===== src/rtl/rdqs_pkg.sv =====
package rdqs_pkg;
  typedef enum logic [2:0] {
    ST_IDLE,
    ST_WRITE,
    ST_SET,
    ST_RREQ,
    ST_RWAIT,
    ST_APPLY
  } cal_st_t;
endpackage


===== src/rtl/rdqs_sweep_ctrl.sv =====
module rdqs_sweep_ctrl
  import rdqs_pkg::*;
#(
  parameter int DEG_W    = 9,
  parameter int STEP_DEG = 15,
  parameter int FULL_DEG = 360
) (
  input  logic             clk,
  input  logic             rst,
  input  logic             start_i,
  input  logic             ack_i,
  input  logic             rvalid_i,
  output logic             req_o,
  output logic             we_o,
  output logic [DEG_W-1:0] phase_o,
  output logic             clr_o,
  output logic             set_o,
  output logic             sample_o,
  output logic             apply_o,
  output logic             idle_o
);
  localparam logic [DEG_W:0] STEP_V = (DEG_W+1)'(STEP_DEG);
  localparam logic [DEG_W:0] FULL_V = (DEG_W+1)'(FULL_DEG);

  cal_st_t        st;
  logic [DEG_W:0] nxt_phase;
  logic           last_step;

  assign nxt_phase = {1'b0, phase_o} + STEP_V;
  assign last_step = nxt_phase > FULL_V;
  assign clr_o     = (st == ST_IDLE) && start_i;
  assign set_o     = (st == ST_SET);
  assign sample_o  = (st == ST_RWAIT) && rvalid_i;
  assign apply_o   = (st == ST_APPLY);
  assign idle_o    = (st == ST_IDLE);

  always_ff @(posedge clk) begin
    if (rst) begin
      st      <= ST_IDLE;
      req_o   <= 1'b0;
      we_o    <= 1'b0;
      phase_o <= '0;
    end else begin
      case (st)
        ST_IDLE: if (start_i) begin
          st      <= ST_WRITE;
          req_o   <= 1'b1;
          we_o    <= 1'b1;
          phase_o <= '0;
        end
        ST_WRITE: if (ack_i) begin
          req_o <= 1'b0;
          we_o  <= 1'b0;
          st    <= ST_SET;
        end
        ST_SET: begin
          req_o <= 1'b1;
          st    <= ST_RREQ;
        end
        ST_RREQ: if (ack_i) begin
          req_o <= 1'b0;
          st    <= ST_RWAIT;
        end
        ST_RWAIT: if (rvalid_i) begin
          if (last_step) st <= ST_APPLY;
          else begin
            phase_o <= nxt_phase[DEG_W-1:0];
            st      <= ST_SET;
          end
        end
        default: st <= ST_IDLE;
      endcase
    end
  end


  req_hold_chk: assert property (@(posedge clk) disable iff (rst)
    (req_o && !ack_i) |=> req_o);

  phase_step_chk: assert property (@(posedge clk) disable iff (rst)
    (sample_o && !last_step) |=> ({1'b0, phase_o} == {1'b0, $past(phase_o)} + STEP_V));

  phase_range_chk: assert property (@(posedge clk) disable iff (rst)
    {1'b0, phase_o} <= FULL_V);
endmodule


===== src/rtl/rdqs_lane_window.sv =====
module rdqs_lane_window #(
  parameter int DEG_W = 9
) (
  input  logic             clk,
  input  logic             rst,
  input  logic             clr_i,
  input  logic             sample_i,
  input  logic             pass_i,
  input  logic [DEG_W-1:0] phase_i,
  output logic             found_o,
  output logic [DEG_W-1:0] mid_o
);
  logic [DEG_W-1:0] lo_q, hi_q, span;

  always_ff @(posedge clk) begin
    if (rst || clr_i) begin
      found_o <= 1'b0;
      lo_q    <= '0;
      hi_q    <= '0;
    end else if (sample_i && pass_i) begin
      if (!found_o) lo_q <= phase_i;
      hi_q    <= phase_i;
      found_o <= 1'b1;
    end
  end

  assign span  = hi_q - lo_q;
  assign mid_o = lo_q + (span >> 1);


  lo_le_hi_chk: assert property (@(posedge clk) disable iff (rst)
    found_o |-> (lo_q <= hi_q));

  lo_keep_chk: assert property (@(posedge clk) disable iff (rst)
    (found_o && !clr_i) |=> $stable(lo_q));
endmodule


===== src/rtl/rdqs_trainer.sv =====
module rdqs_trainer
  import rdqs_pkg::*;
#(
  parameter int          LANES      = 4,
  parameter int          ADDR_W     = 16,
  parameter int          DEG_W      = 9,
  parameter int          STEP_DEG   = 15,
  parameter int          FULL_DEG   = 360,
  parameter int          INIT_DLY   = 90,
  parameter logic [15:0] TRAIN_ADDR = 16'h0040,
  parameter logic [31:0] PATTERN    = 32'hA53C_960F,
  localparam int         DATA_W     = LANES * 8
) (
  input  logic                   clk,
  input  logic                   rst,
  input  logic                   start_i,
  output logic                   done_o,
  output logic [LANES-1:0]       err_o,
  output logic [LANES*DEG_W-1:0] dly_o,
  output logic                   mem_req_o,
  output logic                   mem_we_o,
  output logic [ADDR_W-1:0]      mem_addr_o,
  output logic [DATA_W-1:0]      mem_wdata_o,
  input  logic                   mem_ack_i,
  input  logic                   mem_rvalid_i,
  input  logic [DATA_W-1:0]      mem_rdata_i
);
  localparam logic [DEG_W-1:0] INIT_V = DEG_W'(INIT_DLY);

  logic             clr, set, sample, apply, idle;
  logic [DEG_W-1:0] phase;

  assign mem_addr_o  = ADDR_W'(TRAIN_ADDR);
  assign mem_wdata_o = DATA_W'(PATTERN);

  rdqs_sweep_ctrl #(.DEG_W(DEG_W), .STEP_DEG(STEP_DEG), .FULL_DEG(FULL_DEG)) u_ctrl (
    .clk(clk), .rst(rst), .start_i(start_i), .ack_i(mem_ack_i),
    .rvalid_i(mem_rvalid_i), .req_o(mem_req_o), .we_o(mem_we_o),
    .phase_o(phase), .clr_o(clr), .set_o(set), .sample_o(sample),
    .apply_o(apply), .idle_o(idle)
  );

  for (genvar l = 0; l < LANES; l++) begin : g_lane
    logic             pass, found;
    logic [DEG_W-1:0] mid, keep_q;

    assign pass = mem_rdata_i[l*8 +: 8] == mem_wdata_o[l*8 +: 8];

    rdqs_lane_window #(.DEG_W(DEG_W)) u_win (
      .clk(clk), .rst(rst), .clr_i(clr), .sample_i(sample), .pass_i(pass),
      .phase_i(phase), .found_o(found), .mid_o(mid)
    );

    always_ff @(posedge clk) begin
      if (rst) begin
        keep_q                 <= INIT_V;
        dly_o[l*DEG_W +: DEG_W] <= INIT_V;
        err_o[l]               <= 1'b0;
      end else if (apply) begin
        if (found) keep_q <= mid;
        dly_o[l*DEG_W +: DEG_W] <= found ? mid : keep_q;
        err_o[l]               <= !found;
      end else if (set) begin
        dly_o[l*DEG_W +: DEG_W] <= phase;
      end
    end
  end

  always_ff @(posedge clk) begin
    if (rst) done_o <= 1'b0;
    else     done_o <= apply;
  end


  done_pulse_chk: assert property (@(posedge clk) disable iff (rst)
    done_o |=> !done_o);

  idle_hold_chk: assert property (@(posedge clk) disable iff (rst)
    (idle && !start_i) |=> ($stable(dly_o) && $stable(err_o)));

  no_restart_chk: assert property (@(posedge clk) disable iff (rst)
    (!idle && !apply) |=> !idle);
endmodule


===== config.mk =====
export PLATFORM = sky130hd
export DESIGN_NAME = rdqs_trainer
export DESIGN_NICKNAME = d
export VERILOG_FILES = /design/src/rtl/rdqs_pkg.sv /design/src/rtl/rdqs_sweep_ctrl.sv /design/src/rtl/rdqs_lane_window.sv /design/src/rtl/rdqs_trainer.sv
export SDC_FILE = /design/constraint.sdc
export NUM_CORES = 1
export LEC_CHECK = 0
export ABC_AREA = 1
export BUFFER_PORTS_ARGS = -buffer_cell sky130_fd_sc_hd__clkbuf_2
export CAP_MARGIN = 20
export CORE_ASPECT_RATIO = 2
export CORE_UTILIZATION = 50
export CTS_BUF_LIST = sky130_fd_sc_hd__clkbuf_4 sky130_fd_sc_hd__clkbuf_8 sky130_fd_sc_hd__clkbuf_16
export CTS_CLUSTER_DIAMETER = 40
export DETAILED_ROUTE_END_ITERATION = 10
export PLACE_DENSITY = 0.71
export SLEW_MARGIN = 20
export SYNTH_ARGS = -nofsm -noshare
export SYNTH_HDL_FRONTEND = slang
export SYNTH_SLANG_ARGS = --single-unit
export TNS_END_PERCENT = 10

===== constraint.sdc =====
create_clock -name clk -period 5.7 [get_ports clk]
set_input_delay 0.57 -clock clk [delete_from_list [all_inputs] [get_ports clk]]
set_output_delay 0.57 -clock clk [all_outputs]
set_load 0.02 [all_outputs]

# After elaboration in Yosys (flattened, before gate mapping)
# Index checks and enable logic that the tools add are counted.
[op_classes]
n_addsub = 9
n_lt_le_gt_ge = 1
eq_ne = 15
n_mux = 23
bitwise = 4
reduce_logical = 25
[op_table]
columns = ["operator", "count"]
rows = [
  ["9-bit two-way mux", 12],
  ["9-bit by 8-bit adder with 9-bit output", 4],
  ["9-bit subtractor", 4],
  ["9-bit case mux with 2 select lines", 1],
  ["8-bit == test, second input constant", 2],
  ["3-bit two-way mux", 5],
  ["3-bit case mux with 5 select lines", 1],
  ["9-bit by 4-bit adder with 10-bit output, second input constant", 1],
  ["10-bit by 9-bit greater-than comparator with 1-bit output, second input constant", 1],
  ["2-bit != test, second input constant", 5],
  ["8-bit by 4-bit == test with 1-bit output, second input constant", 1],
  ["8-bit by 6-bit == test with 1-bit output, second input constant", 1],
  ["2-bit AND reduction", 4],
  ["4-bit AND reduction", 2],
  ["3-bit by 2-bit == test with 1-bit output, second input constant", 2],
  ["3-bit == test, second input constant", 2],
  ["1-bit logical AND", 6],
  ["3-bit AND reduction", 2],
  ["2-bit nonzero test", 3],
  ["1-bit zero test", 4],
  ["1-bit NOT", 4],
  ["3-bit by 1-bit == test with 1-bit output, second input constant", 1],
  ["3-bit zero test", 1],
  ["1-bit case mux with 3 select lines", 1],
  ["other kinds (6)", 7],
]
[totals]
regBits = 167
input_bits = 37
out_inout_bits = 91
word_cells = 106

# Longest topological paths before layout
[depth]
ltp_word = 5
mapped_depth = 18
ltp_nobuf = 18

# By module
# A second synthesis with hierarchy kept.
[hier_totals]
hier_cells = 1603
area_unflattened_um2 = 10928.0
[by_module_without_submodules]
columns = ["mod", "instances", "cells_per_inst", "area_per_inst_um2", "seq_area_each_um2"]
rows = [
  ["rdqs_lane_window", 4, 231, 1562.7, 380.4],
  ["rdqs_trainer", 1, 520, 3717.3, 1541.5],
  ["rdqs_sweep_ctrl", 1, 159, 959.7, 280.3],
]

# Least setup slack after synthesis
# No wires, ideal clock.
[synth_timing]
path_kind = "register to register"
start = "reg g_lane[0].u_win.lo_q[0]"
end = "reg g_lane[0].keep_q[8]"
setup_time_ps = 132
arrival_time_ps = 2772
required_time_ps = 5568
setup_slack_ps = 2796
stages_incl_launch_ff = 16
n_path_buf = 0
period_less_slack_ps = 2904
path_cell_list = "dfxtp_1 -> inv_1 -> nor2_1 -> fa_1 -> o21ai_0 -> a21oi_1 -> o21ai_0 -> xnor2_1 -> inv_1 -> ha_1 -> a21o_1 -> a21oi_1 -> o21ai_0 -> xor2_1 -> o21ai_0 -> a21oi_1"
[synth_between]
elab_chain_len = 3
[synth_lines]
columns = ["item", "line_no", "rtl"]
rows = [
  ["from (decl)", "rdqs_lane_window.sv:13", "logic [DEG_W-1:0] lo_q, hi_q, span;"],
  ["from (signal assigned)", "rdqs_lane_window.sv:21", "if (!found_o) lo_q <= phase_i;"],
  ["9-bit subtractor", "rdqs_lane_window.sv:27", "assign span = hi_q - lo_q;"],
  ["9-bit by 8-bit adder with 9-bit output (*)", "rdqs_lane_window.sv:28", "assign mid_o = lo_q + (span >> 1);"],
  ["9-bit two-way mux (*)", "n/a", ""],
  ["to (signal assigned)", "rdqs_trainer.sv:60", "if (found) keep_q <= mid;"],
  ["to (decl)", "rdqs_trainer.sv:45", "logic [DEG_W-1:0] mid, keep_q;"],
]
# Mark *: on every way between the ends. The rest lies on a longest branch, timed or not.
# A chain may end at the register's enable or synchronous reset.

# Worst setup path after layout
[layout_timing]
start = "reg g_lane[2].u_win.hi_q[1]"
end = "reg g_lane[2].keep_q[8]"
[layout_between]
elab_chain_len = 3
[layout_lines]
columns = ["item", "line_no", "rtl"]
rows = [
  ["from (decl)", "rdqs_lane_window.sv:13", ""],
  ["from (signal assigned)", "rdqs_lane_window.sv:22", "hi_q <= phase_i;"],
  ["9-bit subtractor", "rdqs_lane_window.sv:27", ""],
  ["9-bit by 8-bit adder with 9-bit output", "rdqs_lane_window.sv:28", ""],
  ["9-bit two-way mux", "n/a", ""],
  ["to (signal assigned)", "rdqs_trainer.sv:60", ""],
  ["to (decl)", "rdqs_trainer.sv:45", ""],
]
# Every way passes these cells.

==> qor.txt <==
Mapped cell area = 0.00942 mm²
Global-route wire length before repair = 39300 µm
Number of antenna diodes = 0
Worst-skew pair later-pin latency = 0.43 ns
Pin count of the biggest net entering global routing = 58
Total Routing Usage GR = 0.260
H-Tree Depth = 4
Final Max Tran Viols = 0
Crit path DAT = 3.65 ns
Fillcell total = 1716
Postcts setup bufs = 0
Via count = 8451
Cts hold-fix bufs = 0
Worst slew pin tran = 1.03 ns
Mean Syn Cell Area = 7.51 µm²
Total Wirelength = 24600 µm
Seq/Total Area, Yosys = 0.355
Top post-synthesis cells by area = dfxtp_1 (35%), ha_1 (8.8%), a21oi_1 (8.7%)
I/O Buffers = 79
Leak = 4.95 nW
Largest area contributor in the netlist = dfxtp_1
Vias in the first global route = 8026
Max Cap Viol = 0
Clock Sinks = 167
Min cycle time layout = 3.35 ns
Final Setup Violations = 0
Iteration-0 DRC Markers = 426
TritonCTS Buffers = 17
Dpl ws = 2.39 ns
Die X = 99.1 µm
Yosys warnings = 0
Layout area overhead = 9.68%
Starting Density = 0.512
DRC = 0
Total Power = 2.99 mW
WL per Instance = 16.0 µm
Final Skew = 0.00842 ns
TritonCTS clock tree = yes
#FFs+latches synth = 167
Share of cells above drive strength 1 = 0.108
I/O pin cnt = 128
Power Dens Cells = 289 mW/mm²
Unrepaired setup endpoints after global routing = false
Hold Path Class = in2reg
Post-route ant nets = 0
DR pass1 iterations = 5
Final nets = 1421
Status = finished clean
Maximum VDD drop = 0.000156 V
Core Region = 0.0184 mm²
Setup crit start kind = flip-flop
CP Class = reg2reg
Grt ovf = 0
Routability congestion estimate = 0.840
Die area = 0.0194 mm²
Drt via density = 5.49
Req. time, crit path = 6.00 ns
Most frequent cells in the layout = nand2_1 (190), dfxtp_1 (167), a21oi_1 (163)
Worst Setup End Kind = flip-flop
CTS-repair resized insts = 0
Final hold vios = 0
Die H = 196 µm
Synth top area share = 0.355
Slew HR = 0.309
Cell variety after synth = 43
Most common cell after layout, fill and taps aside = nand2_1
Final worst path period share = 0.589
HPWL Detailed = 18200 µm
Fmax = 298 MHz
Clk pin slew, worst setup/hold paths = 0.07 ns
Root buf cell = clkbuf_16
Final TNS setup = 0 ns
Setup ws final = 2.35 ns
Placement Rows = 70
Crit path max fanout = 4
CTS Buffer Depth = 2
Antenna violations before repair = 0
Post-Syn Instances = 1254
Yosys cell counts:
cell type and n:
nand2_1 190, dfxtp_1 167, a21oi_1 163, inv_1 138, o21ai_0 133, nor2_1 88, ha_1 66, buf_4 51
nand3_1 49, xor2_1 38, clkbuf_1 23, xnor2_1 19, buf_2 16, a31oi_1 13, a211oi_1 10, o31ai_1 9
fa_1 8, a22oi_1 7, inv_2 6, nor4_1 6, o21ai_1 6, a21o_1 5, nand2_2 4, o211ai_1 4
o21bai_1 4, buf_6 3, nor2_2 3, or2_2 3, clkinv_1 2, conb_1 2, nand2_4 2, nand3_2 2
nor2_4 2, nor3_1 2, or3_1 2, a221oi_1 1, buf_1 1, bufinv_8 1, nand4_1 1, nor2_8 1
nor3_2 1, nor4_4 1, or2_1 1
registers in the layout (all words and copies together), names as in the netlist, 3 cells and up:
name / cells
g_lane.u_win.lo_q: 36
u_ctrl.st: 3
g_lane.keep_q: 36
g_lane.u_win.found_o: 4
dly_o: 36
g_lane.u_win.hi_q: 36
err_o: 4
u_ctrl.phase_o: 9
layer usage:
layer / up-vias / part of all wire / global-route usage
li1: 4174 / - / -
met3: 64 / 0.040 / 0.0349
met1: 3959 / 0.37 / 0.260
met2: 254 / 0.54 / 0.505
met4: 0 / 0.050 / 0.142
met5: - / 0 / 0
through the flow:
stage	instances	area [µm²]	hold WS, ns	utilization
after global placement	1507	9730	0.449	0.529
after detailed placement	1507	9730	0.455	0.529
after global routing	1539	10300	0.473	0.562
after floorplan	1300	9600	0.441	-
final	1539	10300	0.442	0.562
after CTS	1539	10300	0.435	0.562
worst max-delay path, stage by stage, from the launching register on:
cell and delay [ns]:
dfxtp_1 0.34, inv_1 0.07, fa_1 0.45, o21ai_0 0.32
a21oi_1 0.12, o21ai_0 0.30, xnor2_1 0.16, inv_1 0.05
ha_1 0.32, a21o_1 0.18, a21oi_1 0.22, o21ai_0 0.13
xor2_1 0.15, o21ai_0 0.28, a21oi_1 0.11
cell type report:
| type | instances | area, µm² | share of cell area |
|---|---|---|---|
| Clock inverter | 15 | 184 | 0.0178 |
| Clock buffer | 17 | 425 | 0.0412 |
| Sequential cell | 167 | 3340 | 0.323 |
| Inverter | 147 | 566 | 0.0547 |
| Multi-Input combinational cell | 892 | 5110 | 0.494 |
| Timing Repair Buffer | 85 | 440 | 0.0426 |
| Tap cell | 216 | 270 | 0.0262 |
worst paths after layout:
kind	startpoint	to	slack [ns]	cells past startpoint
worst min register to register	g_lane[2].keep_q[2]	g_lane[2].keep_q[2]	0.47	2
worst max register to register	g_lane[2].u_win.hi_q[1]	g_lane[2].keep_q[8]	2.35	14
worst max-delay path	g_lane[2].u_win.hi_q[1]	g_lane[2].keep_q[8]	2.35	14
worst min-delay path	mem_ack_i	u_ctrl.we_o	0.44	4
kinds of logic (layout without fill, tap and decap cells):
| logic type | count (synthesis) | count (layout) | share of synthesized area |
|---|---|---|---|
| compound gates | 355 | 355 | 0.201 |
| xor+xnor | 57 | 57 | 0.0530 |
| fa+ha+maj | 74 | 74 | 0.105 |
| buf+inv | 241 | 264 | 0.122 |
| flops | 167 | 167 | 0.355 |
| other cells | 2 | 48 | 0.000797 |
| simple gates | 358 | 358 | 0.163 |
report_power, final:
part / switching, mW / internal, mW
Sequential: 0.0674 / 1.23
Combinational: 0.362 / 0.128
Clock: 0.536 / 0.667
Total: 0.965 / 2.02
No activity file was read; power rests on OpenSTA's default activity.
